**src/rtl/vr_pkg.sv**
```systemverilog
package vr_pkg;
  typedef enum logic [1:0] {
    WB_NONE   = 2'd0,
    WB_IGNORE = 2'd1,
    WB_RECORD = 2'd2,
    WB_SHARE  = 2'd3
  } wb_kind_e;
endpackage

```
**src/rtl/vr_lowest_pick.sv**
```systemverilog
module vr_lowest_pick #(
  parameter int N = 16,
  parameter int W = (N > 1) ? $clog2(N) : 1
) (
  input  logic [N-1:0] req,
  output logic         found,
  output logic [W-1:0] idx
);
  always_comb begin
    found = 1'b0;
    idx   = '0;
    for (int i = N - 1; i >= 0; i--) begin
      if (req[i]) begin
        found = 1'b1;
        idx   = W'(i);
      end
    end
  end
endmodule

```
**src/rtl/vr_value_cam.sv**
```systemverilog
module vr_value_cam #(
  parameter int NUM_ENT = 16,
  parameter int DATA_W  = 32,
  parameter int TW      = (NUM_ENT > 1) ? $clog2(NUM_ENT) : 1
) (
  input  logic              clk,
  input  logic              rst_n,
  input  logic [DATA_W-1:0] look_data,
  input  logic [TW-1:0]     look_excl,
  output logic              hit,
  output logic [TW-1:0]     hit_tag,
  input  logic              wr_en,
  input  logic [TW-1:0]     wr_tag,
  input  logic [DATA_W-1:0] wr_data,
  input  logic              clr_en,
  input  logic [TW-1:0]     clr_tag
);
  logic [DATA_W-1:0] val_q [NUM_ENT];
  logic [NUM_ENT-1:0] vld_q;
  logic [NUM_ENT-1:0] match;

  // Parallel compare of every tracked entry against the incoming value
  for (genvar e = 0; e < NUM_ENT; e++) begin : g_cmp
    assign match[e] = vld_q[e] && (val_q[e] == look_data) && (look_excl != TW'(e));
  end

  // Lowest-numbered matching entry wins
  vr_lowest_pick #(.N(NUM_ENT), .W(TW)) u_hit_pick (
    .req  (match),
    .found(hit),
    .idx  (hit_tag)
  );

  always_ff @(posedge clk or negedge rst_n) begin
    if (!rst_n) begin
      vld_q <= '0;
      for (int e = 0; e < NUM_ENT; e++) val_q[e] <= '0;
    end else begin
      if (wr_en) begin
        vld_q[wr_tag] <= 1'b1;
        val_q[wr_tag] <= wr_data;
      end
      if (clr_en) vld_q[clr_tag] <= 1'b0;
    end
  end


  cam_hit_valid_chk: assert property (@(posedge clk) disable iff (!rst_n)
    hit |-> (vld_q[hit_tag] && (val_q[hit_tag] == look_data)));


  cam_clear_chk: assert property (@(posedge clk) disable iff (!rst_n)
    (clr_en && !wr_en) |=> !vld_q[$past(clr_tag)]);
endmodule

```
**src/rtl/vr_renamer.sv**
```systemverilog
module vr_renamer
  import vr_pkg::*;
#(
  parameter int NUM_LREG = 8,
  parameter int NUM_PREG = 16,
  parameter int DATA_W   = 32,
  localparam int LW = (NUM_LREG > 1) ? $clog2(NUM_LREG) : 1,
  localparam int PW = (NUM_PREG > 1) ? $clog2(NUM_PREG) : 1
) (
  input  logic              clk,
  input  logic              rst_n,
  input  logic              ren_valid,
  output logic              ren_ready,
  input  logic [LW-1:0]     ren_dst_lreg,
  input  logic [LW-1:0]     ren_srca_lreg,
  input  logic [LW-1:0]     ren_srcb_lreg,
  output logic [PW-1:0]     ren_srca_ptag,
  output logic [PW-1:0]     ren_srcb_ptag,
  output logic [PW-1:0]     ren_dst_ptag,
  input  logic              wb_valid,
  input  logic [PW-1:0]     wb_ptag,
  input  logic [DATA_W-1:0] wb_data,
  output logic              remap_valid,
  output logic [PW-1:0]     remap_from,
  output logic [PW-1:0]     remap_to,
  output logic              free_valid,
  output logic [PW-1:0]     free_ptag
);
  localparam int CW = $clog2(NUM_LREG + 1);

  logic [PW-1:0] map_q [NUM_LREG];
  logic [CW-1:0] cnt_q [NUM_PREG];

  logic [NUM_PREG-1:0] free_vec;
  logic                alloc_ok;
  logic [PW-1:0]       alloc_tag;
  logic                ren_fire;
  logic [PW-1:0]       old_tag;
  logic                old_dies;
  logic                cam_hit;
  logic [PW-1:0]       cam_tag;
  wb_kind_e            wb_kind;
  logic                wb_share;
  logic                wb_record;

  // Free pool: a register is free exactly when nothing references it
  for (genvar p = 0; p < NUM_PREG; p++) begin : g_free
    assign free_vec[p] = (cnt_q[p] == '0);
  end

  vr_lowest_pick #(.N(NUM_PREG), .W(PW)) u_alloc_pick (
    .req  (free_vec),
    .found(alloc_ok),
    .idx  (alloc_tag)
  );

  vr_value_cam #(.NUM_ENT(NUM_PREG), .DATA_W(DATA_W), .TW(PW)) u_cam (
    .clk      (clk),
    .rst_n    (rst_n),
    .look_data(wb_data),
    .look_excl(wb_ptag),
    .hit      (cam_hit),
    .hit_tag  (cam_tag),
    .wr_en    (wb_record),
    .wr_tag   (wb_ptag),
    .wr_data  (wb_data),
    .clr_en   (free_valid),
    .clr_tag  (free_ptag)
  );

  // Rename handshake: writebacks take the cycle, so at most one release per cycle
  assign ren_ready     = alloc_ok && !wb_valid;
  assign ren_fire      = ren_valid && ren_ready;
  assign ren_srca_ptag = map_q[ren_srca_lreg];
  assign ren_srcb_ptag = map_q[ren_srcb_lreg];
  assign ren_dst_ptag  = alloc_tag;
  assign old_tag       = map_q[ren_dst_lreg];
  assign old_dies      = ren_fire && (cnt_q[old_tag] == CW'(1));

  always_comb begin
    if (!wb_valid)                wb_kind = WB_NONE;
    else if (cnt_q[wb_ptag] == '0) wb_kind = WB_IGNORE;
    else if (cam_hit)             wb_kind = WB_SHARE;
    else                          wb_kind = WB_RECORD;
  end

  assign wb_share    = (wb_kind == WB_SHARE);
  assign wb_record   = (wb_kind == WB_RECORD);
  assign remap_valid = wb_share;
  assign remap_from  = wb_ptag;
  assign remap_to    = cam_tag;
  assign free_valid  = old_dies || wb_share;
  assign free_ptag   = wb_share ? wb_ptag : old_tag;

  always_ff @(posedge clk or negedge rst_n) begin
    if (!rst_n) begin
      for (int l = 0; l < NUM_LREG; l++) map_q[l] <= PW'(l);
      for (int p = 0; p < NUM_PREG; p++) cnt_q[p] <= (p < NUM_LREG) ? CW'(1) : '0;
    end else if (ren_fire) begin
      map_q[ren_dst_lreg] <= alloc_tag;
      cnt_q[old_tag]      <= cnt_q[old_tag] - CW'(1);
      cnt_q[alloc_tag]    <= CW'(1);
    end else if (wb_share) begin
      for (int l = 0; l < NUM_LREG; l++) begin
        if (map_q[l] == wb_ptag) map_q[l] <= cam_tag;
      end
      cnt_q[cam_tag] <= cnt_q[cam_tag] + cnt_q[wb_ptag];
      cnt_q[wb_ptag] <= '0;
    end
  end

  // Reference total: every logical register always holds exactly one reference
  logic [31:0] cnt_sum;
  always_comb begin
    cnt_sum = '0;
    for (int p = 0; p < NUM_PREG; p++) cnt_sum = cnt_sum + 32'(cnt_q[p]);
  end


  ref_total_chk: assert property (@(posedge clk) disable iff (!rst_n)
    cnt_sum == 32'(NUM_LREG));


  alloc_is_free_chk: assert property (@(posedge clk) disable iff (!rst_n)
    ren_fire |-> (cnt_q[alloc_tag] == '0));


  ren_commit_chk: assert property (@(posedge clk) disable iff (!rst_n)
    ren_fire |=> (map_q[$past(ren_dst_lreg)] == $past(alloc_tag)));


  share_release_chk: assert property (@(posedge clk) disable iff (!rst_n)
    wb_share |=> (cnt_q[$past(wb_ptag)] == '0));


  free_unref_chk: assert property (@(posedge clk) disable iff (!rst_n)
    free_valid |=> (cnt_q[$past(free_ptag)] == '0));
endmodule

```
**config.mk**
```make
export PLATFORM = sky130hd
export DESIGN_NAME = vr_renamer
export DESIGN_NICKNAME = d
export VERILOG_FILES = /design/src/rtl/vr_pkg.sv /design/src/rtl/vr_lowest_pick.sv /design/src/rtl/vr_value_cam.sv /design/src/rtl/vr_renamer.sv
export SDC_FILE = /design/constraint.sdc
export NUM_CORES = 2
export LEC_CHECK = 0
export ABC_AREA = 1
export CAP_MARGIN = 20
export CORE_AREA = 2 2 262 264
export DETAILED_ROUTE_END_ITERATION = 6
export DIE_AREA = 0 0 264 266
export DONT_BUFFER_PORTS = 1
export PLACE_DENSITY = 0.84
export SYNTH_ARGS = -nofsm -noshare
export SYNTH_HDL_FRONTEND = slang
export SYNTH_SLANG_ARGS = --single-unit
```
**constraint.sdc**
```tcl
create_clock -name clk -period 5.6 [get_ports clk]
set_clock_uncertainty 0.05 [all_clocks]
set_input_delay 1.68 -clock clk [delete_from_list [all_inputs] [get_ports clk]]
set_output_delay 1.68 -clock clk [all_outputs]
set_load 0.005 [all_outputs]
```
# Yosys cells after proc, flatten, opt, wreduce, memory -nomap -nowiden
# Cells that the tools add are included.
# op_classes
n_eq_ne,42
addsub,2
n_mux,120
n_bitwise,15
n_lt_le_gt_ge,16
reduce_logical,79
# op_table
op,count
bitwise mux 512 bit,1
== test 32 bit,16
two-way mux 4 bit,58
bitwise mux 64 bit,2
demux 32 bit (select 4 bit),1
two-way mux 64 bit,2
two-way mux 32 bit,3
zero test 4 bit,17
bitwise AND 64 bit,1
demux 4 bit (select 4 bit),4
NOT 64 bit,1
bitwise AND 48 bit,1
binary-select mux 4 bit (select 4 bit),3
NOT 48 bit,1
logical AND 1 bit,42
binary-select mux 4 bit (select 3 bit),3
two-way mux 1 bit,35
bitwise mux 32 bit,1
== test 4 bit,8
two-way mux 16 bit,2
"!= test 4 bit, second input constant",8
OR 16 bit,2
"greater-or-equal comparator 5 bit, second input constant",4
"< comparator 5 x 1 -> 1 bit, second input constant",4
other kinds (23),54
# word_totals
in_bits,49
output_inout_bits,27
regBits,624

# Logic depth before layout (Yosys ltp)
# depth
word_depth,31
depth_mapped,45
depth_no_buf,41

# Cells and area by module
# From an unflattened synthesis, not the netlist that was laid out.
# hier_totals
hier_cells,5650
hier_area_um2,38024.0
# modules_own_cells
module,area_per_inst_um2,cells_each,instances,seq_area_each_um2
vr_value_cam,27921.8,3938,1,13212.7
vr_renamer,9684.3,1614,1,2427.3
vr_lowest_pick,209.0,49,2,0.0

# Worst setup path after synthesis
# Ideal clock, no wire load.
# synth_timing
path_kind,input -> register
from,input wb_data[14]
to,register cnt_q[46] (netlist name)
arrival_ns,5.762
path_slack_ns,-0.299
path_stages,28
t_required_ns,5.463
path_cell_list,buf_4 inv_2 buf_6 buf_6 buf_6 nand2_2 o2111ai_1 nor4b_2 nand4_1 nand2_1 nand2_1 nand2_1 nand2_2 nand2_4 nand2_4 buf_6 nand2_4 clkbuf_1 o221ai_1 a22o_1 nor2_1 ha_1 inv_1 fa_1 xnor2_1 clkbuf_1 o2111ai_1 a22oi_1
# synth_between
elab_chain_cells,28
elab_cells_between_ends,99
classes_between,add/sub (1); order compare (2); eq/ne (17); mux (43); bitwise (2); reduce/logical (34)
# synth_rtl
element,line_no,source
"start, declared",vr_renamer.sv:22,"input logic [DATA_W-1:0] wb_data,"
== test 32 bit,vr_value_cam.sv:24,assign match[e] = vld_q[e] && (val_q[e] == look_data) && (look_excl != TW'(e));
logical AND 1 bit (2 in series),vr_value_cam.sv:24,
two-way mux 4 bit (16 in series),vr_lowest_pick.sv:13,if (req[i]) begin
NOT 4 -> 5 bit (not written as such),vr_renamer.sv:107,cnt_q[cam_tag] <= cnt_q[cam_tag] + cnt_q[wb_ptag];
"binary-select mux 4 bit (select 4 bit), or another cell as far along",vr_renamer.sv:107,
two-way mux 4 bit (not written as such) or logical AND 1 bit (tied branches),vr_renamer.sv:107,
two-way mux 4 bit (not written as such),vr_renamer.sv:107,
adder 4 bit or demux 4 bit (select 4 bit) (tied branches),vr_renamer.sv:107,
bitwise mux 64 bit,vr_renamer.sv:107,
bitwise AND 64 bit (no source line),-,
two-way mux 64 bit,vr_renamer.sv:103,end else if (wb_share) begin
two-way mux 64 bit,vr_renamer.sv:99,end else if (ren_fire) begin
"end signal, assigned by index",vr_renamer.sv:101,cnt_q[old_tag] <= cnt_q[old_tag] - CW'(1);
"end signal, assigned by index",vr_renamer.sv:107,
"end, declared",vr_renamer.sv:32,logic [CW-1:0] cnt_q [NUM_PREG];
# Parallel ways exist; a longest one is shown, timed or not. The select of a mux whose other input is x is not followed.
# A chain may end at the register's enable or synchronous reset.

# Worst setup path after layout
# layout_timing
from,input wb_data[3]
to,output free_ptag[3]
# layout_between
elab_chain_cells,24
elab_cells_between_ends,69
classes_between,eq/ne (17); mux (20); reduce/logical (32)
# layout_rtl
element,line_no,source
== test 32 bit,vr_value_cam.sv:24,
logical AND 1 bit (2 in series),vr_value_cam.sv:24,
two-way mux 1 bit (15 in series),vr_lowest_pick.sv:13,
two-way mux 1 bit (*),vr_lowest_pick.sv:13,
two-way mux 1 bit (*),vr_renamer.sv:83,else if (cam_hit) wb_kind = WB_SHARE;
two-way mux 2 bit (*),vr_renamer.sv:82,else if (cnt_q[wb_ptag] == '0) wb_kind = WB_IGNORE;
two-way mux 2 bit (*),vr_renamer.sv:81,if (!wb_valid) wb_kind = WB_NONE;
== test 2 bit (*),vr_renamer.sv:87,assign wb_share = (wb_kind == WB_SHARE);
two-way mux 4 bit (*),vr_renamer.sv:93,assign free_ptag = wb_share ? wb_ptag : old_tag;
"end, declared",vr_renamer.sv:27,output logic [PW-1:0] free_ptag
# Mark *: on every way between the ends. The rest lies on a longest branch, timed or not.

==> impl_results.html <==
<table>
<tr><th>Metric</th><th>Value</th></tr>
<tr><th colspan="2">Logic synthesis</th></tr>
<tr><td>Largest area contributor in the synthesized netlist</td><td>dfrtp_1</td></tr>
<tr><td>Xor/xnor cell area share of the yosys netlist</td><td>3.33%</td></tr>
<tr><td>Number of distinct standard cells referenced by the synthesized netlist</td><td>76</td></tr>
<tr><td>Most repeated cell in the gate-level netlist after synthesis</td><td>nand2_1</td></tr>
<tr><td>Share of synthesized area occupied by flip-flops and latches</td><td>slightly below 40%</td></tr>
<tr><td>Total of flip-flops plus latches after synthesis</td><td>~620</td></tr>
<tr><td>Dominant combinational cell family by area after synthesis</td><td>simple AND/OR/NAND/NOR gates</td></tr>
<tr><td>Post-synthesis simple-gate area fraction</td><td>approximately 30%</td></tr>
<tr><td>Top FF cell, synth</td><td>dfrtp_1</td></tr>
<tr><td>Mean post-synth cell area</td><td>7.26 µm²</td></tr>
<tr><td>Syn. warnings</td><td>0</td></tr>
<tr><td>Yosys top cell area share</td><td>between 30% and 40%</td></tr>
<tr><td>Leading cell types by total area after synthesis</td><td>dfrtp_1, nand2_1, o21ai_0</td></tr>
<tr><td>Ranking of synthesized cells by instance count</td><td>nand2_1, o21ai_0, dfrtp_1</td></tr>
<tr><td>Async set or reset register ratio after synthesis</td><td>100%</td></tr>
<tr><td>Mapped Area</td><td>39,400 µm²</td></tr>
<tr><td>Count of flip-flops with a built-in enable after synthesis</td><td>0</td></tr>
<tr><td>Total nets after synthesis</td><td>5,487</td></tr>
<tr><td>Proportion of synthesized area in mux cells</td><td>0%</td></tr>
<tr><td>Instance count of the mapped netlist</td><td>5,432</td></tr>
<tr><td>Fraction of the mapped netlist area in adder cells</td><td>less than 1%</td></tr>
<tr><td>Post-synthesis compound-gate area fraction</td><td>17.5%</td></tr>
<tr><th colspan="2">Finish</th></tr>
<tr><td>Non-filler instance count after layout</td><td>slightly above 7k</td></tr>
<tr><td>Fill cell count</td><td>5,015</td></tr>
<tr><td>Reg area</td><td>around 16,000 µm²</td></tr>
<tr><td>Total Nets Final</td><td>6,204</td></tr>
<tr><td>Ratio of cells with drive above 1 in the final layout</td><td>25.9%</td></tr>
<tr><td>Area occupied by multi-input gates</td><td>21,500 µm²</td></tr>
<tr><td>Growth of design area from synthesis to finish</td><td>30.8%</td></tr>
<tr><th colspan="2">Clock network</th></tr>
<tr><td>Clk_lat worst skew</td><td>650 ps</td></tr>
<tr><td>Clock H-tree levels</td><td>3</td></tr>
<tr><td>Clock Tree Buf Depth</td><td>3</td></tr>
<tr><td>CTS Sinks</td><td>between 600 and 700</td></tr>
<tr><td>Clock tree from TritonCTS</td><td>built</td></tr>
<tr><td>Post-CTS Hold Fix Bufs</td><td>0</td></tr>
<tr><td>Number of CTS-inserted buffers</td><td>between 70 and 80</td></tr>
<tr><td>Clock root buffer</td><td>clkbuf_16</td></tr>
<tr><td>Clk pin slew, worst setup/hold paths</td><td>60 ps</td></tr>
<tr><th colspan="2">STA</th></tr>
<tr><td>Setup TNS</td><td>-2640 ps</td></tr>
<tr><td>Final setup viols</td><td>30</td></tr>
<tr><td>Tightest slew margin relative to the limit</td><td>-60.8%</td></tr>
<tr><td>Hold Slack</td><td>438 ps</td></tr>
<tr><td>Actual slew at the worst max-slew pin</td><td>around 2400 ps</td></tr>
<tr><td>Clock period minus final worst setup slack</td><td>5900 ps</td></tr>
<tr><td>Number of hold violations in the final report</td><td>0</td></tr>
<tr><td>Worst Slack Setup Final</td><td>-304 ps</td></tr>
<tr><td>Max Clk Rate</td><td>0.169 GHz</td></tr>
<tr><td>Setup repair after global routing missed its margin</td><td>true</td></tr>
<tr><td>Period utilization</td><td>105%</td></tr>
<tr><td>Slew Viols, Final</td><td>between 300 and 400</td></tr>
<tr><th colspan="2">Worst setup path</th></tr>
<tr><td>Endpoint arrival time on the critical path</td><td>about 4200 ps</td></tr>
<tr><td>Reg2reg end</td><td>cnt_q[11]</td></tr>
<tr><td>Required time of the worst setup path</td><td>3870 ps</td></tr>
<tr><td>R2R setup slack</td><td>between 400 and 500 ps</td></tr>
<tr><td>Critical path start-end classification</td><td>in2out</td></tr>
<tr><td>Largest fanout of any net on the critical path</td><td>16</td></tr>
<tr><td>Worst setup EP type</td><td>output port</td></tr>
<tr><td>Cell depth of the worst flop-to-flop path</td><td>34</td></tr>
<tr><td>Element type at the critical path start</td><td>input port</td></tr>
<tr><td>Reg-to-Reg Start</td><td>map_q[0]</td></tr>
<tr><th colspan="2">Route</th></tr>
<tr><td>Number of nets still failing antenna checks after routing</td><td>0</td></tr>
<tr><td>Average detailed-routed wire length per instance</td><td>26.2 µm</td></tr>
<tr><td>Number of detailed-route iterations in the first pass</td><td>7</td></tr>
<tr><td>Initial DRC Count</td><td>6,966</td></tr>
<tr><td>Post-detailed-routing wire length</td><td>186,000 µm</td></tr>
<tr><td>Vias per Instance</td><td>about 6.4</td></tr>
<tr><td>DRC violations left</td><td>17</td></tr>
<tr><td>Total via count after detailed routing</td><td>45.6k</td></tr>
<tr><th colspan="2">Place</th></tr>
<tr><td>Number of cells in the design after placement</td><td>6,865</td></tr>
<tr><td>Post-DP HPWL</td><td>129,000 µm</td></tr>
<tr><td>Routability Congestion</td><td>1.08</td></tr>
<tr><td># port buffers</td><td>0</td></tr>
<tr><th colspan="2">Global routing</th></tr>
<tr><td>Via count of the first global-routing pass</td><td>42.6k</td></tr>
<tr><td>Pin count of the biggest net entering global routing</td><td>625</td></tr>
<tr><td>Total congestion overflow after global routing</td><td>0</td></tr>
<tr><td>Global-route wire length before repair</td><td>~270,000 µm</td></tr>
<tr><td>Number of antenna violations at the first check in global routing</td><td>11</td></tr>
<tr><td>GRT Overall Usage</td><td>51.4%</td></tr>
<tr><th colspan="2">Die</th></tr>
<tr><td>Placeable core region</td><td>67,700 µm²</td></tr>
<tr><td>Starting density of the core</td><td>58.2%</td></tr>
<tr><td>DIE HEIGHT</td><td>266 µm</td></tr>
<tr><td>Die width</td><td>between 200 and 300 µm</td></tr>
<tr><td>Std cell rows</td><td>96</td></tr>
<tr><td>Die ar.</td><td>70,200 µm²</td></tr>
<tr><td># IOs</td><td>76</td></tr>
<tr><th colspan="2">Worst hold path</th></tr>
<tr><td>Startpoint of the most critical hold path</td><td>u_cam.val_q[163]</td></tr>
<tr><td>Worst hold path endpoint</td><td>u_cam.val_q[163]</td></tr>
<tr><td>Number of cells traversed by the worst hold path</td><td>2</td></tr>
<tr><td>Type of the tightest min-delay check</td><td>reg2reg</td></tr>
<tr><th colspan="2">Job</th></tr>
<tr><td>Max capacitance violation total</td><td>0</td></tr>
<tr><th colspan="2">Power</th></tr>
<tr><td>Reported leakage power</td><td>approximately 0.024 µW</td></tr>
<tr><td>Maximum VDD drop</td><td>849 µV</td></tr>
<tr><td>Post-layout total power</td><td>22,600 µW</td></tr>
<tr><td>Ratio of total power to cell area</td><td>~440 nW/µm²</td></tr>
<tr><th colspan="2">Outcome</th></tr>
<tr><td>Status</td><td>complete, but fails checks</td></tr>
<tr><td>Violations in the final reports</td><td>design-rule violations, max-slew violations, negative setup slack</td></tr>
</table>
==> layout make-up <==
cell class | count | share of cell area [%]
multi-input combinational | 3951 | 41.8
timing repair buffer | 964 | 16.6
tap | 882 | 2.14
antenna | 8 | 0.0388
clock buffer | 101 | 4.06
inverter | 536 | 4.33
clock inverter | 28 | 0.750
sequential | 624 | 30.3
==> placed cells by master, fill, tap and decap left out, types with 71 or more instances in the layout <==
master	netlist	routed
nor4_1	90	71
dfrtp_1	604	604
nand4_1	227	227
buf_4	35	819
nor2_1	416	393
inv_1	480	464
nand2_1	1447	1374
clkbuf_16	0	76
nand3_1	112	99
o21ai_0	701	662
or2_2	126	120
nor3_1	84	73
xor2_1	86	86
buf_12	0	77
o22ai_1	99	72
==> sequential cells by signal, indices dropped and copies added, names as in the netlist <==
register,cells
u_cam.val_q,512
cnt_q,64
u_cam.vld_q,16
map_q,32
==> kinds of logic after synthesis <==
| logic type | after synthesis |
|---|---|
| AND/OR/NAND/NOR | 2629 |
| AO/OA/AOI/OAI | 1165 |
| adder cells (fa/ha/maj) | 6 |
| buffers and inverters | 858 |
| XOR/XNOR | 150 |
| flip-flops | 624 |
==> routing by layer <==
| layer | up-vias | part of all wire [%] | wire (µm) | global-route usage (%) |
|---|---|---|---|---|
| met5 | - | 0.037 | 69 | 0.208 |
| met4 | 10 | 11 | 20100 | 43.0 |
| met3 | 1169 | 13 | 24200 | 14.7 |
| met2 | 3525 | 42 | 78300 | 76.8 |
| met1 | 21206 | 34 | 63500 | 61.6 |
| li1 | 19725 | - | - | - |
==> worst max-delay path by stage <==
| stage | from | to | slack, ps | depth (start not counted) |
|---|---|---|---|---|
| 6_report | wb_data[3] | free_ptag[3] | -300 | 17 |
| 5_1_grt | ren_dst_lreg[1] | free_valid | -350 | 16 |
| 4_1_cts | wb_data[24] | free_ptag[3] | -150 | 14 |
| 3_5_place_dp | wb_data[9] | cnt_q[26] | -710 | 29 |
| 3_3_place_gp | wb_data[9] | cnt_q[18] | -670 | 31 |
| 2_1_floorplan | wb_data[14] | cnt_q[46] | 10 | 29 |
==> power by group <==
group | switching, µW | total (µW) | internal [µW] | leakage, µW
Sequential | 1470 | 7330 | 5860 | 0.00777
Combinational | 6160 | 10200 | 4080 | 0.0155
Clock | 2110 | 5070 | 2960 | 0.00121
==> stage by stage <==
step / utilization [%] / worst slack [ps] / area [µm²]
finish: 76.1 / -304 / 51600
global route: 76.1 / -347 / 51500
CTS: 73.7 / -154 / 49900
detailed placement: 68.1 / -712 / 46100
global placement: 68.1 / -671 / 46100
floorplan: - / 9.71 / 39500
==> worst max-delay path, stage by stage <==
cell and delay (ps):
inv_16 40, buf_12 140, buf_6 120, nand2_4 50, o2111ai_2 100, nor3_1 210
nor4b_4 260, nand4_1 240, buf_6 210, buf_6 110, and2_4 130, and3_4 180
nand2_4 80, o21ai_4 110, buf_8 190, o21ai_4 160, buf_6 140
==> repair_timing <==
action / CTS / global route
endpoints found under the setup margin: 35 / 58
pin swaps: 40 / 130
cloned: 3 / 4
gates resized for setup: 200 / 331
setup buffers: 57 / 39
(Power assumes the default switching activity.)
